===== config.mk =====
export PLATFORM = sky130hd
export DESIGN_NAME = card_clk_gen
export DESIGN_NICKNAME = d
export VERILOG_FILES = /design/src/rtl/ccg_pkg.sv /design/src/rtl/ccg_cfg_reg.sv /design/src/rtl/ccg_divider.sv /design/src/rtl/ccg_settle.sv /design/src/rtl/card_clk_gen.sv
export SDC_FILE = /design/constraint.sdc
export NUM_CORES = 1
export LEC_CHECK = 0
export BUFFER_PORTS_ARGS = -buffer_cell sky130_fd_sc_hd__buf_2
export CAP_MARGIN = 30
export CORE_UTILIZATION = 45
export DETAILED_ROUTE_END_ITERATION = 8
export GPL_ROUTABILITY_DRIVEN = 1
export PLACE_DENSITY_LB_ADDON = 0.08
export SYNTH_ARGS = -nofsm -noshare
export SYNTH_HDL_FRONTEND = slang
export SYNTH_SLANG_ARGS = --single-unit

===== constraint.sdc =====
create_clock -name clk_src -period 8.16 [get_ports clk_src]
set_input_delay 2.448 -clock clk_src [delete_from_list [all_inputs] [get_ports clk_src]]
set_output_delay 2.448 -clock clk_src [all_outputs]
set_load 0.05 [all_outputs]

===== src/rtl/ccg_pkg.sv =====
// Shared types and helpers for the card clock generator.
// Assumes the three configuration fields are contiguous in the control word,
// ordered {half-rate, mode, divisor} from MSB to LSB.
package ccg_pkg;

    localparam int DIV_W   = 8;            // divisor field width
    localparam int HALF_W  = DIV_W + 2;    // holds 4*max divisor
    localparam int STB_BIT = 7;            // stable flag position
    localparam int CFG_LSB = 8;            // first bit of the field group

    typedef enum logic [1:0] {
        MODE_SDR_DIV = 2'd0,
        MODE_SDR_BYP = 2'd1,
        MODE_DDR_DIV = 2'd2,
        MODE_HS_DDR  = 2'd3
    } ccg_mode_e;

    typedef struct packed {
        logic              half_rate;
        ccg_mode_e         mode;
        logic [DIV_W-1:0]  div;
    } ccg_cfg_t;

    localparam int CFG_W = $bits(ccg_cfg_t);
    localparam int CFG_MSB = CFG_LSB + CFG_W - 1;

    // Half period of the divided clock in source cycles.
    function automatic logic [HALF_W-1:0] half_period(input ccg_cfg_t c);
        logic [HALF_W-1:0] n;
        n = HALF_W'(c.div);
        case (c.mode)
            MODE_SDR_DIV: half_period = (c.div == '0) ? HALF_W'(1) : (n << 1);
            MODE_HS_DDR:  half_period = c.half_rate ? HALF_W'(1)
                                      : ((c.div == '0) ? HALF_W'(2) : (n << 2));
            MODE_DDR_DIV: half_period = (c.div == '0) ? HALF_W'(2) : (n << 2);
            default:      half_period = HALF_W'(1);
        endcase
    endfunction

endpackage


===== src/rtl/ccg_cfg_reg.sv =====
// Requested-configuration register.
// Holds the last written setting. Flags a changing write and keeps a pending
// bit until the divider reports that it has loaded the setting.
// Assumes apply is asserted only while pending is set.
module ccg_cfg_reg
    import ccg_pkg::*;
(
    input  logic      clk,
    input  logic      rst_n,
    input  logic      we,
    input  ccg_cfg_t  wcfg,
    input  logic      apply,
    output ccg_cfg_t  req_cfg,
    output logic      pending,
    output logic      change
);

    // Flag a write whose fields differ from the held request.
    assign change = we && (wcfg != req_cfg);

    // Hold the request and the pending bit; a new change wins over apply.
    always_ff @(posedge clk) begin
        if (!rst_n) begin
            req_cfg <= '0;
            pending <= 1'b0;
        end else if (change) begin
            req_cfg <= wcfg;
            pending <= 1'b1;
        end else if (apply) begin
            pending <= 1'b0;
        end
    end

endmodule


===== src/rtl/ccg_divider.sv =====
// Divided clock and bypass selector.
// Loads a pending setting only while its output is low, which restarts the
// low phase and avoids runt pulses. The bypass select changes on the falling
// source edge, when both mux inputs are low.
module ccg_divider
    import ccg_pkg::*;
(
    input  logic      clk,
    input  logic      rst_n,
    input  logic      pending,
    input  ccg_cfg_t  req_cfg,
    output logic      apply,
    output logic      card_clk
);

    ccg_cfg_t          act_cfg;
    logic [HALF_W-1:0] cnt;
    logic [HALF_W-1:0] half;
    logic              div_q;
    logic              byp_n;
    logic              act_byp;

    assign half    = half_period(act_cfg);
    assign act_byp = (act_cfg.mode == MODE_SDR_BYP);
    assign apply   = pending && !div_q;

    // Count half periods and toggle the divided clock; load new settings at a low phase.
    always_ff @(posedge clk) begin
        if (!rst_n) begin
            act_cfg <= '0;
            cnt     <= '0;
            div_q   <= 1'b0;
        end else if (apply) begin
            act_cfg <= req_cfg;
            cnt     <= '0;
            div_q   <= 1'b0;
        end else if (act_byp) begin
            cnt     <= '0;
            div_q   <= 1'b0;
        end else if (cnt == half - HALF_W'(1)) begin
            cnt     <= '0;
            div_q   <= ~div_q;
        end else begin
            cnt     <= cnt + HALF_W'(1);
        end
    end

    // Retime the bypass select into the source low phase.
    always_ff @(negedge clk) begin
        if (!rst_n) byp_n <= 1'b0;
        else        byp_n <= act_byp;
    end

    assign card_clk = byp_n ? clk : div_q;

endmodule


===== src/rtl/ccg_settle.sv =====
// Clock-stable flag.
// Clears on a changing write. Once the divider has loaded the new setting,
// it counts SETTLE source cycles and then sets the flag again.
module ccg_settle #(
    parameter int SETTLE = 8
) (
    input  logic clk,
    input  logic rst_n,
    input  logic change,
    input  logic apply,
    output logic stable
);

    localparam int CW = $clog2(SETTLE + 1);

    logic [CW-1:0] cnt;
    logic          run;

    // Drop on change, start timing on apply, rise when the count completes.
    always_ff @(posedge clk) begin
        if (!rst_n) begin
            stable <= 1'b1;
            run    <= 1'b0;
            cnt    <= '0;
        end else if (change) begin
            stable <= 1'b0;
            run    <= 1'b0;
            cnt    <= '0;
        end else if (apply) begin
            run    <= 1'b1;
            cnt    <= '0;
        end else if (run) begin
            if (cnt == CW'(SETTLE - 1)) begin
                stable <= 1'b1;
                run    <= 1'b0;
            end else begin
                cnt    <= cnt + CW'(1);
            end
        end
    end

endmodule


===== src/rtl/card_clk_gen.sv =====
// Card bus clock generator top.
// Decodes the control word, sequences glitch-free changes of setting and
// reports the stable flag in the read data. Assumes clk_src is free-running.
module card_clk_gen
    import ccg_pkg::*;
#(
    parameter int REG_W  = 32,
    parameter int SETTLE = 8
) (
    input  logic             clk_src,
    input  logic             rst_n,
    input  logic             cfg_we,
    input  logic [REG_W-1:0] cfg_wdata,
    output logic [REG_W-1:0] cfg_rdata,
    output logic             card_clk,
    output logic             clk_stable
);

    ccg_cfg_t wcfg;
    ccg_cfg_t req_cfg;
    logic     pending;
    logic     change;
    logic     apply;

    assign wcfg = ccg_cfg_t'(cfg_wdata[CFG_MSB:CFG_LSB]);

    ccg_cfg_reg u_reg (
        .clk     (clk_src),
        .rst_n   (rst_n),
        .we      (cfg_we),
        .wcfg    (wcfg),
        .apply   (apply),
        .req_cfg (req_cfg),
        .pending (pending),
        .change  (change)
    );

    ccg_divider u_div (
        .clk      (clk_src),
        .rst_n    (rst_n),
        .pending  (pending),
        .req_cfg  (req_cfg),
        .apply    (apply),
        .card_clk (card_clk)
    );

    ccg_settle #(.SETTLE(SETTLE)) u_settle (
        .clk    (clk_src),
        .rst_n  (rst_n),
        .change (change),
        .apply  (apply),
        .stable (clk_stable)
    );

    // Assemble the read view: requested fields plus the stable flag.
    always_comb begin
        cfg_rdata                  = '0;
        cfg_rdata[CFG_MSB:CFG_LSB] = req_cfg;
        cfg_rdata[STB_BIT]         = clk_stable;
    end

endmodule


==> run summary <==
Cell Area, Synth - 2560 µm²
First-pass GRT wire length - 8.37 mm
Ys flop type - dfxtp_1
Setup bufs post-CTS - 0
Hold Crit Endpoint - u_settle.cnt[1]$_SDFFE_PP0P_
Area Growth Syn to Fin - 8.69%
Worst hold start - u_settle.cnt[1]$_SDFFE_PP0P_
Worst setup SP type - flip-flop
PwrDens - 207 nW/µm²
Final WS setup - 338 ps
Worst setup path startpoint - u_div.byp_n$_SDFF_NN0_
Placement Cell Area - 2640 µm²
Share of the synthesized area in the top cell type - 32.0%
Met2 Wirelength - 2.19 mm
N_diodes - 0
Io pins - 69
Total grt overflow - 0
Slew Limit Fails - 0
Top-count cell post-synth - dfxtp_1
Clock transition at the registers of the reported paths - 80 ps
Synth top area cells - dfxtp_1, xnor2_1, mux2i_1, buf_4, nand2_1
Yosys reg bits - 41
Rows - 27
Worst r2r path cells - 2
Setup WS pre-CTS - 821 ps
Iter 0 DRT Violations - 88
FF-to-FF End - u_div.byp_n$_SDFF_NN0_
Insertion delay to the later sink of the worst-skew pair - 460 ps
1st-pass router iterations - 4
Worst-path cell chain - mux2_2 -> buf_2
Synth cell types - 46
Gpl congestion - 0.765
CP Max Fanout - 1
Highest metal used - met4
Synth cell count leaders - dfxtp_1, nand2_1, xnor2_1, buf_4, mux2i_1
Clock skew - 73.1 ps
Post-synth EDFFs - 0
Synth warn - 0
Critical Path End Type - output port
Async S/R FF share, synth - 0%
Wl on met1 - 2.51 mm
Die area - 6000 µm²
Placeable Area - 5510 µm²
Die W - 77.5 µm
Critical path arrival - 5370 ps
Synthesized area per cell - 8.87 µm²
Total track usage - 17.6%
Sequential share of the synthesized area - 32.0%
Hold path depth - 2
RSZ-0062 raised after global routing - false
WL/cell - 12.7 µm
VDD IR max - 0.000107 V
Input/output buffers - 27
CP Buf/Inv Count - 1
Setup TNS - 0 ps
Final ANT Viol Nets - 0
Mapped Cells - 289
CP required - 5710 ps
Vias per inst - 5.15
Largest net degree at the start of global routing - 30
Nets - 351
Relative slew slack - 43.3%
Largest area contributor in the netlist - dfxtp_1
CTS Hold Bufs - 0
Via count - 1987
Slowest stage delay, CP - 320 ps
Residual DRC count - 0
Max_cap viols - 0
Die Y - 77.5 µm
Reg2reg setup slack - 2840 ps
Finished Cell Area - 2790 µm²
Final count of hold timing violations - 0
Post-CTS sizing - 0
Lkg Pwr - 1.08 nW
Status - finished clean
Family with the most delay on the worst path - multiplexers
Worst-margin pin slew - 845 ps
Layout cells sized above 1 - 17.2%
Initial Util - 46.5%
Reg-to-reg startpoint - u_div.act_cfg[9]$_SDFFE_PN0P_
Routed wl met3 - 140 µm
DP HPWL - 3.64 mm
HP Class - reg2reg
Vias in the first global route - 1800
Pwr Total - 0.576 mW
DRT Wirelength - 4.90 mm
Antenna violations before repair - 0
# setup viols final - 0
CP max-delay cell - mux2_2
CTS tree - yes
Critical path type - reg2out
kinds of logic (layout without fill, tap and decap cells):
| group | Yosys count | in the layout | synth area share [%] |
|---|---|---|---|
| simple gates | 109 | 109 | 23.3 |
| flops | 41 | 41 | 32.0 |
| compound gates | 39 | 39 | 11.0 |
| buf+inv | 37 | 43 | 9.37 |
| xor+xnor | 34 | 34 | 12.5 |
| mux | 25 | 25 | 10.2 |
| other cells | 1 | 20 | 0.146 |
| fa+ha+maj | 3 | 3 | 1.46 |
power breakdown:
group	leakage [nW]	internal (mW)	switching, mW
clock network	0.0907	0.112	0.0835
logic	0.658	0.0566	0.0957
registers	0.334	0.211	0.0166
routing by layer:
metal  vias up  GRT usage [%]
met1       927           23.6
li1       1016              -
met4         0           6.98
met5         -              0
met2        39           27.2
met3         5           4.00
worst max-delay path by stage:
stage,to,slack [ps],cells after the start
floorplan,card_clk,890,1
global placement,card_clk,820,2
detailed placement,card_clk,820,2
CTS,card_clk,320,2
global route,card_clk,270,2
finish,card_clk,340,2
through the flow:
| step | instances | util, % | hold WS, ps |
|---|---|---|---|
| after floorplan | 308 | - | 453 |
| after global placement | 375 | 48.0 | 470 |
| after detailed placement | 375 | 48.0 | 472 |
| after CTS | 386 | 50.6 | 485 |
| after global routing | 386 | 50.6 | 505 |
| final | 386 | 50.6 | 479 |
worst min-delay path, cell delays in order, from the launching register on:
cell     delay (ps)
dfxtp_1         330
nand2_1          60
a21oi_1          50
cell type report:
| class | count | area (µm²) |
|---|---|---|
| fill | 538 | 2720 |
| multi-input combinational | 230 | 1570 |
| sequential | 41 | 821 |
| clock buffer | 11 | 144 |
| timing repair buffer | 27 | 138 |
| tap | 72 | 90.1 |
| inverter | 3 | 11.3 |
| clock inverter | 2 | 8.76 |
registers in the layout (all words and copies together), names as in the netlist:
register	flops
u_div.cnt	10
u_reg.pending	1
u_settle.cnt	4
u_reg.req_cfg	11
u_settle.run	1
u_div.byp_n	1
u_div.act_cfg	11
u_settle.stable	1
u_div.div_q	1
layout by cell type (no fill, tap or decap), types with 5 or more instances in the layout:
cell	synthesis	routed
nor2b_1	15	15
xor2_1	9	9
mux2i_1	16	16
xnor2_1	23	23
nand2_1	37	37
a21oi_1	5	5
clkbuf_8	0	8
nor2_1	9	9
mux2_2	9	9
nand3_1	13	13
conb_1	1	20
buf_2	0	27
dfxtp_1	41	41
a21boi_0	12	12
nor3_1	11	11
Power figures use the tool's default switching activity.
